$ cat src/rtl/qdc_pkg.sv
// Package: shared constants for the four-drive control switches.
// Assumes a four-bit address window and a latch of eight single-bit switches.
package qdc_pkg;
    localparam int ADDR_W    = 4;
    localparam int LATCH_N   = 1 << (ADDR_W - 1);
    localparam int IDX_W     = ADDR_W - 1;
    localparam int PHASES    = 4;
    localparam int DRIVES    = 4;
    localparam int DSEL_W    = $clog2(DRIVES);
    // Latch positions whose meaning the outside logic decodes.
    localparam int SW_PHASE0 = 0;
    localparam int SW_SPARE  = 4;
    localparam int SW_UNIT   = 5;
    localparam int SW_LOAD   = 6;
    localparam int SW_WRITE  = 7;
endpackage

$ cat src/rtl/qdc_strobe_pair.sv
// Merges the two active-low slot strobes into one access pulse and
// remembers which strobe was used last (the drive pair).
// Assumes both strobes are synchronous to clk. The auxiliary strobe wins a tie.
module qdc_strobe_pair (
    input  logic clk,
    input  logic rst_n,
    input  logic sel_main_n,
    input  logic sel_aux_n,
    output logic access,
    output logic pair_hi
);
    // Either strobe low counts as an access.
    assign access = !sel_main_n || !sel_aux_n;

    // Pair flip-flop: set by an auxiliary access, cleared by a primary-only access.
    always_ff @(posedge clk) begin
        if (!rst_n) begin
            pair_hi <= 1'b0;
        end else if (!sel_aux_n) begin
            pair_hi <= 1'b1;
        end else if (!sel_main_n) begin
            pair_hi <= 1'b0;
        end
    end
endmodule

$ cat src/rtl/qdc_switch_latch.sv
// Addressable latch of single-bit soft switches: on a write the bit at
// wr_index takes wr_value, and the others hold.
// Positions cleared in LIVE_MASK carry no storage and read as 0.
module qdc_switch_latch #(
    parameter int          N         = 8,
    parameter int          IW        = 3,
    parameter logic [N-1:0] LIVE_MASK = '1
) (
    input  logic          clk,
    input  logic          rst_n,
    input  logic          wr_en,
    input  logic [IW-1:0] wr_index,
    input  logic          wr_value,
    output logic [N-1:0]  q
);
    for (genvar i = 0; i < N; i++) begin : g_bit
        if (LIVE_MASK[i]) begin : g_live
            // One switch: load the written value when addressed.
            always_ff @(posedge clk) begin
                if (!rst_n) begin
                    q[i] <= 1'b0;
                end else if (wr_en && (wr_index == IW'(i))) begin
                    q[i] <= wr_value;
                end
            end
        end else begin : g_dead
            assign q[i] = 1'b0;
        end
    end
endmodule

$ cat src/rtl/qdc_motor_timer.sv
// Retriggerable one-shot: each kick reloads HOLD, and the output is high
// while the count is non-zero, which is HOLD cycles after the last kick.
// Assumes HOLD >= 1.
module qdc_motor_timer #(
    parameter int HOLD = 1_000_000
) (
    input  logic clk,
    input  logic rst_n,
    input  logic kick,
    output logic running
);
    localparam int CW = $clog2(HOLD + 1);

    logic [CW-1:0] remain;

    // Reload on a kick and count down to zero otherwise.
    always_ff @(posedge clk) begin
        if (!rst_n) begin
            remain <= '0;
        end else if (kick) begin
            remain <= CW'(HOLD);
        end else if (remain != '0) begin
            remain <= remain - 1'b1;
        end
    end

    // Motor runs while time remains.
    assign running = (remain != '0);
endmodule

$ cat src/rtl/qdc_drive_decode.sv
// One-of-N active-low decoder for the drive enables, with all outputs
// high while the motor is stopped.
module qdc_drive_decode #(
    parameter int N  = 4,
    parameter int SW = 2
) (
    input  logic          motor_on,
    input  logic [SW-1:0] unit_index,
    output logic [N-1:0]  en_n
);
    for (genvar d = 0; d < N; d++) begin : g_en
        // An enable goes low only for the indexed drive while the motor runs.
        assign en_n[d] = !(motor_on && (unit_index == SW'(d)));
    end
endmodule

$ cat src/rtl/quad_drive_ctl.sv
// Control switches for a four-drive floppy card: the strobes are merged,
// the soft-switch latch is written, the pair is tracked, the drives are
// decoded and the motor timer is run.
// Assumes the strobes and address are synchronous to clk. MOTOR_HOLD is in clock cycles.
module quad_drive_ctl #(
    parameter int MOTOR_HOLD = 1_000_000
) (
    input  logic                           clk,
    input  logic                           rst_n,
    input  logic                           sel_main_n,
    input  logic                           sel_aux_n,
    input  logic [qdc_pkg::ADDR_W-1:0]     addr,
    output logic [qdc_pkg::PHASES-1:0]     step_phase,
    output logic                           motor_on,
    output logic [qdc_pkg::DRIVES-1:0]     drv_en_n,
    output logic                           load_sel,
    output logic                           write_sel
);
    import qdc_pkg::*;

    localparam logic [LATCH_N-1:0] LIVE = ~(LATCH_N'(1) << SW_SPARE);

    logic               access;
    logic               pair_hi;
    logic [LATCH_N-1:0] sw;
    logic               spare_unused;

    qdc_strobe_pair u_pair (
        .clk        (clk),
        .rst_n      (rst_n),
        .sel_main_n (sel_main_n),
        .sel_aux_n  (sel_aux_n),
        .access     (access),
        .pair_hi    (pair_hi)
    );

    qdc_switch_latch #(
        .N         (LATCH_N),
        .IW        (IDX_W),
        .LIVE_MASK (LIVE)
    ) u_latch (
        .clk      (clk),
        .rst_n    (rst_n),
        .wr_en    (access),
        .wr_index (addr[ADDR_W-1:1]),
        .wr_value (addr[0]),
        .q        (sw)
    );

    qdc_motor_timer #(
        .HOLD (MOTOR_HOLD)
    ) u_motor (
        .clk     (clk),
        .rst_n   (rst_n),
        .kick    (access),
        .running (motor_on)
    );

    qdc_drive_decode #(
        .N  (DRIVES),
        .SW (DSEL_W)
    ) u_decode (
        .motor_on   (motor_on),
        .unit_index ({pair_hi, sw[SW_UNIT]}),
        .en_n       (drv_en_n)
    );

    // Route the latch positions to their pins.
    assign step_phase   = sw[SW_PHASE0 +: PHASES];
    assign load_sel     = sw[SW_LOAD];
    assign write_sel    = sw[SW_WRITE];
    assign spare_unused = sw[SW_SPARE];
endmodule

$ cat config.mk
export PLATFORM = sky130hd
export DESIGN_NAME = quad_drive_ctl
export DESIGN_NICKNAME = d
export VERILOG_FILES = /design/src/rtl/qdc_pkg.sv /design/src/rtl/qdc_strobe_pair.sv /design/src/rtl/qdc_switch_latch.sv /design/src/rtl/qdc_motor_timer.sv /design/src/rtl/qdc_drive_decode.sv /design/src/rtl/quad_drive_ctl.sv
export SDC_FILE = /design/constraint.sdc
export NUM_CORES = 1
export LEC_CHECK = 0
export BUFFER_PORTS_ARGS = -buffer_cell sky130_fd_sc_hd__buf_2
export CORE_UTILIZATION = 30
export DETAILED_ROUTE_END_ITERATION = 8
export GPL_TIMING_DRIVEN = 0
export SKIP_LAST_GASP = 1
export SLEW_MARGIN = 10
export SYNTH_ARGS = -nofsm -noshare
export SYNTH_HDL_FRONTEND = slang
export SYNTH_SLANG_ARGS = --single-unit
export TNS_END_PERCENT = 5
$ cat constraint.sdc
create_clock -name clk -period 3.9 [get_ports clk]
set_input_delay 0.39 -clock clk [delete_from_list [all_inputs] [get_ports clk]]
set_output_delay 0.39 -clock clk [all_outputs]
set_load 0.02 [all_outputs]
==> results.yml <==
critical_path:
  critPathLaunch: "u_motor.remain[0]$_SDFFE_PP0P_"
  cp_data_required_time_ns: 3.51
  reg2reg_slack_ns: 1.60
  critPathMaxFanout: 8
  start_kind: "register"
  reg2reg_from: "u_motor.remain[0]$_SDFFE_PP0P_"
  worstSetupPathType: "register to output pin"
  end_kind: "output pin"
  worstPathArrival_ns: 2.45
routing:
  wl_per_cell_um: 13.4
  drc: 0
  wirelength_um: 3630
  drt_iter0_markers: 44
  first_pass_iters: 4
  vias_per_cell: 5.34
  drtAntennaViolNets: 0
  vias: 1441
clocking:
  hold_buffers: 0
  htree_levels: 1
  clock_sinks: 28
  cts_tree: "done"
  cts-root-buf: "clkbuf_8"
  clkSlewWorstSetupHoldPaths_ns: 0.10
  cts_setup_buffers: 0
  clk_path_buf_depth: 2
  cts_buffers: 3
  worstSkewPairLatency_ns: 0.28
  cts_resized: 0
yosys:
  ys_types: 40
  yosysSeqAreaShare_pct: 36.4
  postSynth.asyncResetShare_pct: 0
  syn_area_mm2: 0.00154
  syn_nets: 190
  ys_ff_latch: 28
  synth_edf_count: 0
  syn_area_per_cell_um2: 8.50
  ys_warn_count: 0
  yosys_most_used_dff: "dfxtp_1"
  synth_cells: 181
power_and_ir_drop:
  leakagePower_uw: 0.000668
  peakVddDrop_uv: 178
  powerDensity_mw_per_mm2: 380
  fin_total_pwr_uw: 678
cells_and_area:
  syn2layout_area_growth_pct: 15.9
  fillers: 530
  final_cells: 270
  diodes: 0
  drive_above_1_share_pct: 16.7
  nets: 213
placement:
  dpl.hpwl_um: 2660
  dpl_worst_slack_ns: 1.37
  place.gp.congestion: 0.846
  io_buffers: 18
  dp_cells: 266
sta:
  hold_viol_final: 0
  tightest_slew_ns: 0.947
  fin_skew_ns: 0.00505
  tns_ns: 0
  setup_violations: 0
  maxSlewHeadroom_pct: 36.3
  fin_crit_ns: 2.84
  max_freq_mhz: 352
  setup_ws_ns: 1.06
  slew_violations: 0
  rsz0062_at_grt: "no"
  post-route-period-util_pct: 72.9
global_routing:
  gr-total-overflow: 0
  grt_pass1_vias: 1192
  grt_max_degree: 17
  antenna_found_initial: 0
  grt_usage_pct: 13.9
  grt_pass1_wl_um: 5750
min_path:
  hold_class: "input port to register"
  hp-start: "sel_aux_n"
die:
  die_w_um: 73.6
  die_h_um: 73.6
  placement_rows: 25
  ios: 19
  start_util_pct: 31.9
  core-area_mm2: 0.00482
  die-area_mm2: 0.00542
run:
  maxCapViolCount: 0
run_status:
  outcome: "finished, final reports clean"
## logic make-up after synthesis
logic type / after synthesis / share of synthesized area [%]
adder cells (fa/ha/maj): 1 / 0.813
buffers and inverters: 13 / 4.15
AND/OR/NAND/NOR: 93 / 37.6
multiplexers: 10 / 6.50
flip-flops: 28 / 36.4
AO/OA/AOI/OAI: 36 / 14.5
## report_power, final
| group | internal (µW) | switching [µW] | total [µW] |
|---|---|---|---|
| clock network | 138 | 98.9 | 237 |
| logic | 49.9 | 75.3 | 125 |
| registers | 299 | 16.9 | 316 |
## synthesized netlist by cell type (2+ instances only)
cell	number	area (µm²)
dfxtp_1	28	561
nand4_1	2	12.5
nor4b_1	3	26.3
nor4_1	4	25.0
clkbuf_1	6	22.5
and3_1	2	12.5
o31ai_1	3	22.5
nor2_1	13	48.8
a31oi_1	6	37.5
inv_1	3	11.3
a21oi_1	10	50.1
nand3_1	3	15.0
or3_1	6	37.5
a311oi_1	2	17.5
or4_1	9	67.6
nand2_1	16	60.1
nand4b_1	4	35.0
nor4_2	2	25.0
nand3b_1	2	15.0
nor4_4	2	42.5
mux2i_1	10	100
o21ai_0	9	45.0
nand2b_1	5	31.3
nor3_1	12	60.1
buf_4	4	30.0
## registers in the layout, indices dropped and copies added, names as in the netlist
signal          count
u_latch.q           7
u_motor.remain     20
u_pair.pair_hi      1
## routing by layer
layer  vias up  track usage (%)  routed length, µm
met4         0             7.26                 89
li1        732                -                  -
met3         7             1.37                 78
met2        26             21.9               1720
met5         -                0                  0
met1       676             18.8               1740
## critical path, stage by stage (launching register included)
cell and delay, ns:
dfxtp_1 0.35, inv_1 0.07, ha_1 0.22, or4b_2 0.66, nor4_4 0.50, a211o_1 0.20, buf_2 0.16
## metrics by stage
step,hold slack (ns),util [%],area [µm²]
finish,0.333,37.0,1780
global route,0.351,37.0,1780
CTS,0.320,37.0,1780
detailed placement,0.480,35.6,1710
global placement,0.473,35.6,1710
floorplan,0.460,-,1540
## cell usage in the layout, fill, tap and decap left out, types with 4 or more instances in the layout
cell	count
a21oi_1	10
a31oi_1	6
buf_2	18
buf_4	4
clkbuf_1	6
dfxtp_1	28
mux2i_1	10
nand2_1	16
nand2b_1	5
nand4b_1	4
nor2_1	13
nor3_1	12
nor4_1	4
o21ai_0	9
or3_1	6
or4_1	9
## worst paths after layout
| kind | to | cells after the start |
|---|---|---|
| setup / recovery | drv_en_n[0] | 6 |
| hold / removal | u_pair.pair_hi$_SDFFE_PN0P_ | 2 |
| setup reg to reg | u_motor.remain[18]$_SDFFE_PN0P_ | 7 |
| hold reg to reg | u_motor.remain[11]$_SDFFE_PP0P_ | 2 |
## final cells by class
class / count / area [µm²] / share of cell area (%)
multi-input cells: 140 / 915 / 51.3
flip-flops and latches: 28 / 561 / 31.4
repair buffers: 18 / 90.1 / 5.05
well taps: 67 / 83.8 / 4.70
plain buffers: 10 / 52.6 / 2.95
clock buffers: 3 / 41.3 / 2.31
clock inverters: 1 / 30.0 / 1.68
inverters: 3 / 11.3 / 0.631
Note: power is estimated with default switching activity, not from simulation.
